`src/rtl/tmr_pkg.sv`:
```
package tmr_pkg;
  // register offsets on the bus
  localparam int OFS_PRE_P = 1;
  localparam int OFS_TMR_A = 2;
  localparam int OFS_TMR_B = 3;
  localparam int OFS_PRE_Q = 4;
  localparam int OFS_TMR_C = 5;
  localparam int OFS_ICTL  = 6;
  localparam int OFS_TCTL  = 7;
  // stage indices (offset - 1)
  localparam int STG_PRE_P = 0;
  localparam int STG_TMR_A = 1;
  localparam int STG_TMR_B = 2;
  localparam int STG_PRE_Q = 3;
  localparam int STG_TMR_C = 4;
  localparam int N_STG     = 5;
  // control bit positions; each enable sits one below its request
  localparam int RQ_A      = 5;
  localparam int RQ_B      = 3;
  localparam int RQ_C      = 7;
  localparam int TC_STOP   = 5;
  localparam int TC_MODE_LO = 2;
endpackage

```
`src/rtl/tmr_prediv.sv`:
```
module tmr_prediv #(
  parameter int DIV_W = 4
) (
  input  logic clk,
  input  logic rst,
  output logic tick_o
);
  logic [DIV_W-1:0] cnt;

  always_ff @(posedge clk) begin
    if (rst) cnt <= '0;
    else     cnt <= cnt + 1'b1;
  end

  assign tick_o = &cnt;
endmodule

```
`src/rtl/tmr_stage.sv`:
```
module tmr_stage #(
  parameter int W = 8
) (
  input  logic         clk,
  input  logic         rst,
  input  logic         tick_i,
  input  logic         ld_i,
  input  logic [W-1:0] ld_val_i,
  output logic [W-1:0] cnt_o,
  output logic         uf_o
);
  logic [W-1:0] cnt;
  logic [W-1:0] rel;
  logic         wrap;

  assign wrap = tick_i && (cnt == '0) && !ld_i;

  always_ff @(posedge clk) begin
    if (rst) begin
      cnt  <= '0;
      rel  <= '0;
      uf_o <= 1'b0;
    end else begin
      uf_o <= wrap;
      if (ld_i) begin
        cnt <= ld_val_i;
        rel <= ld_val_i;
      end else if (tick_i) begin
        // reload minus one wraps naturally: 0 gives all ones, period 2**W
        cnt <= (cnt == '0) ? rel - 1'b1 : cnt - 1'b1;
      end
    end
  end

  assign cnt_o = cnt;
endmodule

```
`src/rtl/tmr_unit.sv`:
```
module tmr_unit
  import tmr_pkg::*;
#(
  parameter int W      = 8,
  parameter int ADDR_W = 3,
  parameter int DIV_W  = 4
) (
  input  logic              clk,
  input  logic              rst,
  input  logic              bus_sel_i,
  input  logic              bus_we_i,
  input  logic [ADDR_W-1:0] bus_addr_i,
  input  logic [W-1:0]      bus_wdata_i,
  input  logic              irq_mask_i,
  output logic [W-1:0]      bus_rdata_o,
  output logic              irq_o
);
  logic             base_tick;
  logic             wr_en;
  logic             wr_ic;
  logic             wr_tc;
  logic             x_run;
  logic [N_STG-1:0] stg_ld;
  logic [N_STG-1:0] stg_tick;
  logic [N_STG-1:0] stg_uf;
  logic [W-1:0]     cnt_val [N_STG];
  logic [W-1:0]     ic;
  logic [W-1:0]     tc;
  logic [W-1:0]     ic_set;
  logic [W-1:0]     tc_set;
  logic [W-1:0]     rd_mux;

  tmr_prediv #(.DIV_W(DIV_W)) u_div (
    .clk(clk), .rst(rst), .tick_o(base_tick)
  );

  assign wr_en = bus_sel_i && bus_we_i;
  assign wr_ic = wr_en && (bus_addr_i == ADDR_W'(OFS_ICTL));
  assign wr_tc = wr_en && (bus_addr_i == ADDR_W'(OFS_TCTL));
  assign x_run = !tc[TC_STOP] && (tc[TC_MODE_LO+1:TC_MODE_LO] == 2'b00);

  always_comb begin
    stg_tick            = '0;
    stg_tick[STG_PRE_P] = base_tick;
    stg_tick[STG_TMR_A] = stg_uf[STG_PRE_P];
    stg_tick[STG_TMR_B] = stg_uf[STG_PRE_P];
    stg_tick[STG_PRE_Q] = base_tick && x_run;
    stg_tick[STG_TMR_C] = stg_uf[STG_PRE_Q] && x_run;
  end

  for (genvar g = 0; g < N_STG; g++) begin : g_stg
    assign stg_ld[g] = wr_en && (bus_addr_i == ADDR_W'(g + 1));
    tmr_stage #(.W(W)) u_stage (
      .clk(clk), .rst(rst),
      .tick_i(stg_tick[g]), .ld_i(stg_ld[g]), .ld_val_i(bus_wdata_i),
      .cnt_o(cnt_val[g]), .uf_o(stg_uf[g])
    );
  end

  always_comb begin
    ic_set = '0;
    tc_set = '0;
    ic_set[RQ_A] = stg_uf[STG_TMR_A];
    ic_set[RQ_B] = stg_uf[STG_TMR_B];
    tc_set[RQ_C] = stg_uf[STG_TMR_C];
  end

  always_comb begin
    rd_mux = '0;
    for (int i = 0; i < N_STG; i++)
      if (bus_addr_i == ADDR_W'(i + 1)) rd_mux = cnt_val[i];
    if (bus_addr_i == ADDR_W'(OFS_ICTL)) rd_mux = ic;
    if (bus_addr_i == ADDR_W'(OFS_TCTL)) rd_mux = tc;
  end

  always_ff @(posedge clk) begin
    if (rst) begin
      ic          <= '0;
      tc          <= '0;
      bus_rdata_o <= '0;
      irq_o       <= 1'b0;
    end else begin
      ic <= (wr_ic ? bus_wdata_i : ic) | ic_set;
      tc <= (wr_tc ? bus_wdata_i : tc) | tc_set;
      if (bus_sel_i && !bus_we_i) bus_rdata_o <= rd_mux;
      irq_o <= !irq_mask_i &&
               ((ic[RQ_A] && ic[RQ_A-1]) ||
                (ic[RQ_B] && ic[RQ_B-1]) ||
                (tc[RQ_C] && tc[RQ_C-1]));
    end
  end
endmodule

```
`config.mk`:
```
export PLATFORM = sky130hd
export DESIGN_NAME = tmr_unit
export DESIGN_NICKNAME = d
export VERILOG_FILES = /design/src/rtl/tmr_pkg.sv /design/src/rtl/tmr_prediv.sv /design/src/rtl/tmr_stage.sv /design/src/rtl/tmr_unit.sv
export SDC_FILE = /design/constraint.sdc
export NUM_CORES = 1
export LEC_CHECK = 0
export ABC_AREA = 1
export CAP_MARGIN = 20
export CORE_ASPECT_RATIO = 1.75
export CORE_UTILIZATION = 30
export CTS_BUF_LIST = sky130_fd_sc_hd__clkbuf_2 sky130_fd_sc_hd__clkbuf_4 sky130_fd_sc_hd__clkbuf_8
export CTS_CLUSTER_SIZE = 25
export DETAILED_ROUTE_END_ITERATION = 8
export DONT_BUFFER_PORTS = 1
export PLACE_DENSITY_LB_ADDON = 0.1
export SLEW_MARGIN = 10
export SYNTH_ARGS = -nofsm -noshare
export SYNTH_HDL_FRONTEND = slang
export SYNTH_SLANG_ARGS = --single-unit
```
`constraint.sdc`:
```
create_clock -name clk -period 2.1 [get_ports clk]
set_clock_uncertainty 0.15 [all_clocks]
set_input_delay 0.315 -clock clk [delete_from_list [all_inputs] [get_ports clk]]
set_output_delay 0.315 -clock clk [all_outputs]
set_load 0.02 [all_outputs]
```
# Yosys cells after proc, flatten, opt, wreduce, memory -nomap -nowiden
# Index checks and enable logic that the tools add are counted.
# classes
addsub	11
eq_ne	7
n_mux	24
bitwise_logic	2
n_reduce_logical	48
# ops
cell	count
8-bit two-way mux	24
8-bit by 1-bit subtractor with 8-bit output, second input constant	10
8-bit zero test	5
1-bit logical AND	26
3-bit equality test, second input constant	4
2-bit nonzero test	5
1-bit zero test	8
8-bit by 6-bit OR with 8-bit output	1
8-bit OR	1
3-bit by 2-bit equality test with 1-bit output, second input constant	2
4-bit by 1-bit adder with 4-bit output, second input constant	1
4-bit AND reduction	1
3-bit by 1-bit equality test with 1-bit output, second input constant	1
2-bit zero test	1
1-bit logical OR	2
# totals
regBits	114
in_bits	16
out_inout_bits	9
word_cells	112

# Depth between registers and ports, before layout
# Gate-level depths: netlist (run 1).
# logic_depth
word_depth	8
mapped_depth	13
depth_no_buf	13

# Hierarchy
# Synthesis (run 1) repeated with hierarchy kept, for this count alone.
# unflattened
hier_cells	954
hier_area_um2	6247.2
# modules_own_cells
mod	instances	cells_per_inst	area_each_um2	seq_area_each_um2
tmr_stage (g_stg[1].u_stage ...)	4	141	927.1	340.3
tmr_unit	1	231	1467.7	500.5
tmr_stage (g_stg[0].u_stage)	1	141	919.6	340.3
tmr_prediv	1	18	151.4	80.1

# Least setup slack after synthesis (run 1)
# OpenSTA, ideal clock, no wires.
# synth_timing
path_type	flip-flop to flip-flop
start	reg g_stg[1].u_stage.cnt[4]
end	reg g_stg[1].u_stage.cnt[4]
setup_ps	128
arrival_ps	1537
required_time_ps	1822
slack_ps	285
stages_incl_launch_ff	12
path_buffers	0
period_less_slack_ps	1815
path_cell_list	dfxtp_1 > nor2_1 > nand2_1 > nor2_2 > a21oi_1 > ha_1 > inv_1 > nor2_1 > nand2_1 > xor2_1 > a21oi_1 > nor2_1
# synth_between
elab_chain_len	4
word_cells_on_any_way	5
classes_between	add/sub: 1; mux: 3; reduce/logical: 1
# synth_rtl
item	line	rtl
start, declared	tmr_stage.sv:12	logic [W-1:0] cnt;
start signal, assigned	tmr_stage.sv:26	cnt <= ld_val_i;
start signal, assigned	tmr_stage.sv:30	cnt <= (cnt == '0) ? rel - 1'b1 : cnt - 1'b1;
8-bit by 1-bit subtractor with 8-bit output / 8-bit zero test (equally long branches)	tmr_stage.sv:30	
8-bit two-way mux (*)	tmr_stage.sv:30	
8-bit two-way mux (*)	tmr_stage.sv:28	end else if (tick_i) begin
8-bit two-way mux (*)	tmr_stage.sv:25	if (ld_i) begin
# Mark *: on every way between the ends. The rest lies on a longest branch, timed or not. The select of a mux whose other input is x is not followed.
# A chain may end at the register's enable or synchronous reset.

# Worst setup path after layout (run 1)
# layout_timing
start	reg u_div.cnt[0]
end	reg g_stg[3].u_stage.cnt[5]
# layout_between
elab_chain_len	3
# layout_rtl
item	line	rtl
start, declared	tmr_prediv.sv:8	logic [DIV_W-1:0] cnt;
start signal, assigned	tmr_prediv.sv:12	else cnt <= cnt + 1'b1;
4-bit AND reduction	tmr_prediv.sv:15	assign tick_o = &cnt;
1-bit logical AND	tmr_unit.sv:47	stg_tick[STG_PRE_Q] = base_tick && x_run;
2-bit nonzero test (no line)	-	
end signal, assigned	tmr_stage.sv:26	
end signal, assigned	tmr_stage.sv:30	
end, declared	tmr_stage.sv:12	
# Every way passes these cells.

==> qor.csv, run 1 <==
metric;value;unit
status;complete, no violations;
Req. time, crit path;2.27;ns
Yosys top cell by area;dfxtp_1;
CTS Buffer Depth;2;
top sig layer;met5;
LEAKAGE;2.95;nW
Total GRT Usage;21.0;%
I/O pins;25;
Max Cap Viol;0;
pre-CTS setup slack;0.0856;ns
clk slew on worst S/H paths;0.08;ns
Num CTS Buffers;17;
CP Launch Type;flip-flop;
synth unique cells;38;
Rel. slew slack;59.2;%
total grt overflow;0;
fin cells;1171;
period utilisation layout;92.9;%
Yosys reg bits;114;
Syn-to-layout area delta;18.5;%
Setup crit end kind;flip-flop;
clock latency on the worst-skew pair;0.45;ns
Critical R2R Capture;g_stg[3].u_stage.cnt_o[5];
share of cells above drive strength 1;14.7;%
dpl cell area;6360;sq um
syn avg cell area;6.78;sq um
CP Class;reg -> reg;
Cells after Synth;869;
clk sink count;114;
H-tree Lvls;4;
Hold WC Path Type;in -> reg;
initial antenna violation count;4;
sequential area share after synthesis;38.7;%
full die area;20200;sq um
Starting DRT DRC Count;175;
commonest non-fill, non-tap cell in the layout;nand2_1;
Fmax;513;MHz
most frequent cells in the layout;nand2_1, inv_1, dfxtp_1, a21oi_1, nor2_1;
Initial Util;30.7;%
placed cell count;1125;
drt wl/cell;17.3;um
hold path depth;2;
pwr/cell area;712;nW/um^2
via count;5745;
dpl hpwl;14.9;mm
flop-to-flop setup slack;0.15;ns
Synth top area share;38.7;%
Warnings, synthesis;0;
via/cell ratio;4.91;
Worst Hold End;tc[1];
final setup violation count;0;
Post-Route WL;20.2;mm
fill cell count;2158;
first-pass GRT wire length;31.6;mm
Core Region;19200;sq um
CTS tree;done;
syn nets;891;
Final nets;938;
vias in the first global route;5914;
final hold viol count;0;
Reg2Reg Depth;10;
routed length on met1;7.60;mm
RSZ-0062 raised after global routing;true;
Hold Startpoint;bus_wdata_i[1];
Row Count;67;
met3 wire length;638;um
Synth area leaders;dfxtp_1, nand2_1, a21oi_1;
actual slew at the worst max-slew pin;0.609;ns
Post-Layout Inst Area;6980;sq um
Max VDD drop;0.000338;V
drt pass-1 iters;4;
DR DRC count;0;
Routed Antenna Nets;0;
Met2 Routed Length;11.2;mm
synthesized area;5890;sq um
worst reg2reg path startpoint;u_div.cnt[0];
Setup WS post-layout;0.150;ns
largest net degree at the start of global routing;85;
IO Port Bufs;0;
Max FO, Critical Path;5;
Vert. Die Dim;187;um
Slew Viols, Final;0;
post-layout util;36.4;%
GPL Wtd Cong;0.832;
die width;108;um
Root Buffer;clkbuf_8;
min cycle time layout;1.95;ns
Worst EP arrival;2.12;ns
[through the flow]
stage / hold slack, ns / setup TNS, ns / power (mW)
after floorplan: 0.262 / 0 / 2.59
after global placement: 0.236 / 0 / 2.68
after detailed placement: 0.240 / 0 / 2.68
after CTS: 0.0570 / 0 / 5.01
after global routing: 0.0555 / -0.000235 / 5.18
final: 0.0506 / 0 / 4.97
[worst max-delay path, cell delays in order, from the launching register on]
cell and delay, ns:
dfxtp_1 0.36, ha_1 0.19, nand2_1 0.07, nor2_1 0.24, nand4_1 0.24, nand2_1 0.25, inv_2 0.10, nand2_1 0.07
nand2_1 0.04, inv_1 0.05, a21oi_1 0.06
[power breakdown]
| part | switching, mW | internal (mW) |
|---|---|---|
| clock network | 1.00 | 1.25 |
| registers | 0.0377 | 2.20 |
| logic | 0.318 | 0.163 |
[final cells by class]
class | count | area, sq um | area share (%)
multi-input cells | 600 | 3050 | 43.7
flip-flops and latches | 114 | 2280 | 32.7
inverters | 137 | 517 | 7.40
repair buffers | 46 | 400 | 5.74
well taps | 241 | 302 | 4.32
clock buffers | 20 | 269 | 3.85
clock inverters | 12 | 155 | 2.22
diodes | 1 | 2.50 | 0.0359
[timing repair]
action / in CTS / in global routing
gates resized for setup: 0 / 16
hold endpoints to repair: 97 / 0
buffers inserted: 0 / 3
endpoints found under the setup margin: 0 / 12
hold buffers: 10 / 0
[registers in the layout, summed over array words and instances, names as in the netlist]
signal	cells
g_stg.u_stage.cnt_o	40
g_stg.u_stage.rel	40
bus_rdata_o	8
ic	8
tc	8
g_stg.u_stage.uf_o	5
u_div.cnt	4
irq_o	1
[per-layer routing]
metal / vias to the layer above / GRT usage (%)
met5: - / 0
met4: 6 / 10.2
met3: 41 / 4.25
met2: 89 / 40.6
met1: 2699 / 20.5
li1: 2910 / -
[how the worst max path moves through the flow]
| stage | start | depth (start not counted) | end | slack, ns |
|---|---|---|---|---|
| after floorplan | g_stg[1].u_stage.cnt_o[4] | 11 | g_stg[1].u_stage.cnt_o[4] | 0.29 |
| after global placement | g_stg[4].u_stage.cnt_o[7] | 11 | g_stg[4].u_stage.cnt_o[4] | 0.13 |
| after detailed placement | g_stg[1].u_stage.cnt_o[3] | 11 | g_stg[1].u_stage.cnt_o[4] | 0.09 |
| after CTS | g_stg[1].u_stage.cnt_o[6] | 11 | g_stg[1].u_stage.cnt_o[4] | 0.05 |
| after global routing | g_stg[2].u_stage.cnt_o[2] | 11 | g_stg[2].u_stage.cnt_o[5] | -0.0002 |
| final | u_div.cnt[0] | 10 | g_stg[3].u_stage.cnt_o[5] | 0.15 |
[kinds of logic (layout without fill, tap and decap cells)]
logic type                 Yosys count  after routing  share of synthesized area, %
DFF                                114            114                          38.7
adders and majority gates            6              6                          1.27
buffers and inverters              155            215                          10.4
xor gates and xnor gates             6              6                         0.892
other                                0              1                             0
AOI/OAI and AO/OA                  199            199                          18.9
and+or+nand+nor                    389            389                          29.8
[synth_stat cells, drive strengths merged]
cell type / number
nand2: 224
inv: 137
dfxtp: 114
a21oi: 108
nor2: 102
o21ai: 55
nand3: 37
a31oi: 15
nand4: 13
clkbuf: 11
o221ai: 9
buf: 7
o211ai: 7
ha: 6
nor3: 6
nand3b: 5
xnor2: 3
xor2: 3
nor4: 2
o2bb2ai: 2
a211oi: 1
o22ai: 1
o31ai: 1
No activity file was read; power rests on OpenSTA's default activity.
==> run 2: changes to the inputs <==
==> constraint.sdc (replaced) <==
create_clock -name clk -period 2.1 [get_ports clk]
set_clock_uncertainty 0.15 [all_clocks]
set_input_delay 0 -clock clk [delete_from_list [all_inputs] [get_ports clk]]
set_output_delay 0 -clock clk [all_outputs]
set_load 0.02 [all_outputs]
==> run 2 against run 1 <==
  * Setup slack worse by 0.061 ns
  * Routed wire length increased by 1.2%
  * Largest power group is now sequential cells
  * Register-to-register slack about the same
  * Non-clock buffer count is 27 higher
  * Global-route usage increased by 0.52 points
  * Clock-buffer cell count decreased by 1
  * First-iteration DRC count grew 36%
  * Sequential cell count stayed put
  * Clock power is 9% lower
  * Via count increased by 1.6%
==> qor.csv, run 2 (synthesized netlist as in run 1, its figures left out) <==
metric;value;unit;change
status;complete, no violations;;
vias in the first global route;5824;;-1.5%
Max Cap Viol;0;;unchanged
full die area;20200;sq um;unchanged
Num CTS Buffers;17;;unchanged
Max VDD drop;0.000473;V;+40%
final hold viol count;0;;unchanged
clk slew on worst S/H paths;0.08;ns;about the same
drt wl/cell;17.0;um;-1.2%
hold path depth;6;;+4
I/O pins;25;;unchanged
drt pass-1 iters;4;;unchanged
Worst EP arrival;2.27;ns;+0.15 ns
worst reg2reg path startpoint;g_stg[1].u_stage.cnt_o[5];;
period utilisation layout;95.8;%;+2.9 points
Core Region;19200;sq um;unchanged
Fmax;497;MHz;-3.0%
largest net degree at the start of global routing;86;;+1.2%
Rel. slew slack;59.9;%;+0.68 points
Syn-to-layout area delta;22.1;%;
CP Launch Type;input port;;
Req. time, crit path;2.36;ns;+0.09 ns
Psw;1.40;mW;+3.1%
Setup WS post-layout;0.0886;ns;-0.0612 ns
Post-Route WL;20.5;mm;+1.2%
pwr/cell area;666;nW/um^2;-6.5%
via/cell ratio;4.87;;-0.82%
Critical R2R Capture;g_stg[1].u_stage.cnt_o[2];;
Row Count;67;;unchanged
Hold WC Path Type;in -> reg;;
Final Power;4.79;mW;-3.7%
Combinational Power Share;10.5;%;+0.8 points
actual slew at the worst max-slew pin;0.599;ns;-0.0102 ns
H-tree Lvls;4;;unchanged
Reg2Reg Depth;9;;-1
LEAKAGE;3.08;nW;+4.2%
pre-CTS setup slack;0.0513;ns;-0.0343 ns
CP Class;in -> reg;;
Starting DRT DRC Count;238;;+36%
CTS tree;done;;
Total GRT Usage;21.6;%;+0.52 points
Vert. Die Dim;187;um;unchanged
GPL Wtd Cong;0.806;;-3.1%
Worst Hold End;g_stg[3].u_stage.rel[4];;
Max FO, Critical Path;6;;+1
clock latency on the worst-skew pair;0.47;ns;+0.02 ns
Initial Util;30.7;%;unchanged
Clock power frac;42.7;%;-2.6 points
most frequent cells in the layout;nand2_1, inv_1, dfxtp_1, a21oi_1, nor2_1;;
DR DRC count;0;;unchanged
Slew Viols, Final;0;;unchanged
Sequential Power Share;46.7;%;+1.7 points
first-pass GRT wire length;32.0;mm;+1.2%
clk sink count;114;;unchanged
Routed Antenna Nets;0;;unchanged
CTS Buffer Depth;2;;unchanged
Setup crit end kind;flip-flop;;
flop-to-flop setup slack;0.15;ns;about the same
final setup violation count;0;;unchanged
Hold Startpoint;bus_addr_i[1];;
die width;108;um;unchanged
commonest non-fill, non-tap cell in the layout;nand2_1;;
Root Buffer;clkbuf_8;;
initial antenna violation count;5;;+1
Final nets;965;;+2.9%
share of cells above drive strength 1;14.7;%;about the same
dpl hpwl;14.8;mm;-0.88%
switch share;29.2;%;+1.9 points
total grt overflow;0;;unchanged
IO Port Bufs;0;;unchanged
min cycle time layout;2.01;ns;+0.0612 ns
Int Power;3.39;mW;-6.2%
via count;5839;;+1.6%
[run 2: worst max path at each step]
stage / start / slack (ns) / depth (start not counted) / end
final: bus_we_i / 0.09 / 7 / g_stg[0].u_stage.rel[4]
after global routing: bus_addr_i[1] / -0.01 / 9 / tc[5]
after CTS: bus_addr_i[0] / 0.01 / 9 / tc[5]
after detailed placement: g_stg[1].u_stage.cnt_o[3] / 0.05 / 11 / g_stg[1].u_stage.cnt_o[4]
after global placement: g_stg[1].u_stage.cnt_o[7] / 0.12 / 11 / g_stg[1].u_stage.cnt_o[4]
after floorplan: g_stg[1].u_stage.cnt_o[4] / 0.29 / 11 / g_stg[1].u_stage.cnt_o[4]
[run 2: repair_timing]
item	4_1_cts	5_1_grt
setup buffers	0	12
hold endpoints to repair	114	0
setup endpoints to repair	0	20
resized for setup	0	14
hold buffers	33	0
[run 2: power groups by stage]
stage	Sequential [mW]	Combinational [mW]	Clock, mW
after floorplan	2.28	0.310	0
after global placement	2.29	0.383	0
after detailed placement	2.29	0.384	0
after CTS	2.24	0.489	2.12
after global routing	2.24	0.562	2.22
final	2.24	0.504	2.05
[run 2: metrics by stage]
step / hold WS (ns) / cells / TNS, ns / utilization [%] / cell area [sq um]
detailed placement: -0.0707 / 1120 / 0 / 32.9 / 6320
CTS: 0.00836 / 1185 / 0 / 36.8 / 7060
floorplan: -0.0151 / 869 / 0 / - / 5890
global route: 0.0546 / 1200 / -0.0211 / 37.5 / 7190
global placement: -0.0699 / 1120 / 0 / 32.9 / 6320
finish: 0.0115 / 1200 / 0 / 37.5 / 7190
[run 2: final cells by class]
cell class	count	area (sq um)
inverters	137	517
multi-input cells	600	3030
clock buffers	19	262
flip-flops and latches	114	2280
diodes	3	7.51
repair buffers	73	663
clock inverters	13	126
fillers	2109	12000
well taps	241	302
[run 2: routing by layer]
metal	vias up	track usage, %	routed length (um)
li1	2979	-	-
met1	2715	22.6	7850
met2	93	39.1	10900
met3	48	5.12	779
met4	4	11.1	846
met5	-	0	24
[run 2: critical path, cell delays in order]
cell,delay (ns)
dlygate4sd3_1,0.60
nand2_4,0.16
nor2_4,0.18
nand2_1,0.06
dlygate4sd3_1,0.58
a21oi_1,0.14
dlygate4sd3_1,0.55
==> run 3: changes to the inputs <==
- CORE_ASPECT_RATIO: 1.75 -> unset
- PLACE_DENSITY_LB_ADDON: 0.1 -> 0.08
==> run 3 against run 2 <==
  * Final cell count decreased by 0.42%
  * Worst hold slack improved by 0.023 ns
  * Power increased by 5.4%
  * Non-clock buffer count decreased by 21
  * First-iteration DRC count increased by 84%
  * Routed wire length decreased by 5.5%
  * Design area decreased by 1.6%
  * Sequential share of layout area increased by 0.51 points
  * Die area decreased by 0.11%
  * Sequential cell count unchanged
  * Combinational power decreased by 4.0%
  * Critical path depth increased by 2
  * Highest routed layer unchanged
==> qor.csv, run 3 (synthesized netlist as in run 1, its figures left out) <==
metric;value;unit;change
clk sink count;114;;unchanged
IO Port Bufs;0;;unchanged
final hold viol count;0;;unchanged
Total GRT Usage;20.2;%;-1.4 points
Vert. Die Dim;142;um;-24%
CP endpoint;g_stg[0].u_stage.cnt_o[5];;
via/cell ratio;4.74;;-2.5%
CP Cell Sequence;inv_2 > dlygate4sd3_1 > nand3_1 > nor2_4 > nand2_1 > dlygate4sd3_1 > o21ai_0 > inv_1 > a21oi_1;;
final setup violation count;0;;unchanged
Rel. slew slack;62.5;%;+2.6 points
Req. time, crit path;2.34;ns;-0.02 ns
Row Count;50;;-25%
largest net degree at the start of global routing;86;;unchanged
Reg2Reg Depth;13;;+4
fin cells;1195;;-0.42%
initial antenna violation count;1;;-4
Setup TNS Final;0;ns;unchanged
dpl hpwl;13.6;mm;-8.2%
Hold WC Path Type;in -> reg;;
via count;5667;;-2.9%
period utilisation layout;93.8;%;-2.0 points
Max VDD drop;0.000414;V;-12%
Starting DRT DRC Count;437;;+84%
Max Cap Viol;0;;unchanged
CTS tree;done;;
commonest non-fill, non-tap cell in the layout;nand2_1;;
CP Launch Type;input port;;
Slew Viols, Final;0;;unchanged
pre-CTS setup slack;0.0838;ns;+0.0325 ns
pwr/cell area;713;nW/um^2;+7.1%
share of cells above drive strength 1;13.6;%;-1.2 points
Fmax;508;MHz;+2.1%
clk slew on worst S/H paths;0.08;ns;about the same
Setup WS post-layout;0.130;ns;+0.0410 ns
Syn-to-layout area delta;20.2;%;
dpl cell area;6300;sq um;-0.30%
status;complete, no violations;;
flop-to-flop setup slack;0.14;ns;about the same
Num CTS Buffers;17;;unchanged
most frequent cells in the layout;nand2_1, inv_1, dfxtp_1, a21oi_1, nor2_1;;
worst reg2reg path startpoint;g_stg[3].u_stage.cnt_o[5];;
min cycle time layout;1.97;ns;-0.0410 ns
Max FO, Critical Path;5;;-1
Initial Util;31.1;%;+0.39 points
vias in the first global route;5371;;-7.8%
drt pass-1 iters;5;;+1
LEAKAGE;3.00;nW;-2.6%
CP max stage delay;0.74;ns;+0.14 ns
total grt overflow;0;;unchanged
clock latency on the worst-skew pair;0.45;ns;-0.02 ns
most frequent cell on the critical path;dlygate4sd3_1;;
placed cell count;1135;;+1.3%
drt wl/cell;16.2;um;-5.1%
DR DRC count;0;;unchanged
GR Util met1;28.2;%;+5.7 points
Setup crit end kind;flip-flop;;
Core Region;19000;sq um;-1.3%
Antenna Cells;0;;-3
M2 GR Usage;31.3;%;-7.8 points
Final Power;5.05;mW;+5.4%
slowest CP cell;dlygate4sd3_1;;
final hold slack;0.0343;ns;+0.0228 ns
die width;142;um;+32%
first-pass GRT wire length;30.3;mm;-5.2%
met3 usage;3.84;%;-1.3 points
GRT busiest layer;met2;;
H-tree Lvls;4;;unchanged
full die area;20200;sq um;-0.11%
actual slew at the worst max-slew pin;0.561;ns;-0.0386 ns
Final nets;944;;-2.2%
RSZ-0062 raised after global routing;true;;
I/O pins;25;;unchanged
Post-Layout Inst Area;7080;sq um;-1.6%
Root Buffer;clkbuf_8;;
CP Class;in -> reg;;
Routed Antenna Nets;0;;unchanged
CP startpoint;bus_addr_i[2];;
Post-Route WL;19.3;mm;-5.5%
Critical R2R Capture;g_stg[3].u_stage.cnt_o[4];;
Worst EP arrival;2.21;ns;-0.06 ns
post-layout util;37.3;%;-0.12 points
GPL Wtd Cong;0.824;;+2.2%
Hold Startpoint;bus_addr_i[1];;
CTS Buffer Depth;2;;unchanged
run 3: cell types whose count changed in the layout (fill, tap and decap cells not counted), sizes merged:
cell / change
clkinvlp: -1
inv: -4
clkbuf: +3
clkinv: -1
bufinv: +3
buf: -14
dlygate4sd3: -7
diode: -3
run 3: worst min-delay path by stage:
stage,cells after the start,endpoint,slack [ns]
floorplan,2,ic[7],-0.02
global placement,1,g_stg[4].u_stage.cnt_o[5],-0.08
detailed placement,1,g_stg[4].u_stage.cnt_o[5],-0.08
CTS,6,g_stg[4].u_stage.rel[6],0.004
global route,6,bus_rdata_o[5],0.08
finish,6,g_stg[4].u_stage.rel[6],0.03
run 3: timing repair:
item                                   in CTS  in global routing
setup endpoints to repair                   0                 14
setup buffers                               0                  2
gates resized for setup                     0                 16
hold buffers                               26                  0
endpoints found under the hold margin     114                  0
run 3: critical path, delay by kind of cell:
| family | cells | cell delay, ns |
|---|---|---|
| AND/OR/NAND/NOR | 3 | 0.53 |
| AO/OA/AOI/OAI | 2 | 0.20 |
| buffers and inverters | 4 | 1.46 |
run 3: where the power goes:
group	internal (mW)	leakage (nW)	total (mW)	switching [mW]
clock	1.37	0.217	2.32	0.954
combinational	0.164	1.86	0.484	0.320
sequential	2.20	0.923	2.24	0.0382
total	3.74	3.00	5.05	1.31
run 3: final cells by class:
| class | count | area (sq um) |
|---|---|---|
| clock inverter | 10 | 158 |
| tap | 260 | 325 |
| sequential | 114 | 2280 |
| timing repair buffer | 52 | 475 |
| inverter | 137 | 517 |
| clock buffer | 22 | 278 |
| multi-input combinational | 600 | 3040 |
| fill | 2078 | 11900 |
run 3: routing by layer:
metal	part of all wire (%)	vias to the layer above	wire length, um
met4	1.1	2	220
li1	-	2937	-
met3	3.5	20	679
met2	45	86	8600
met5	0.052	-	10
met1	51	2622	9810
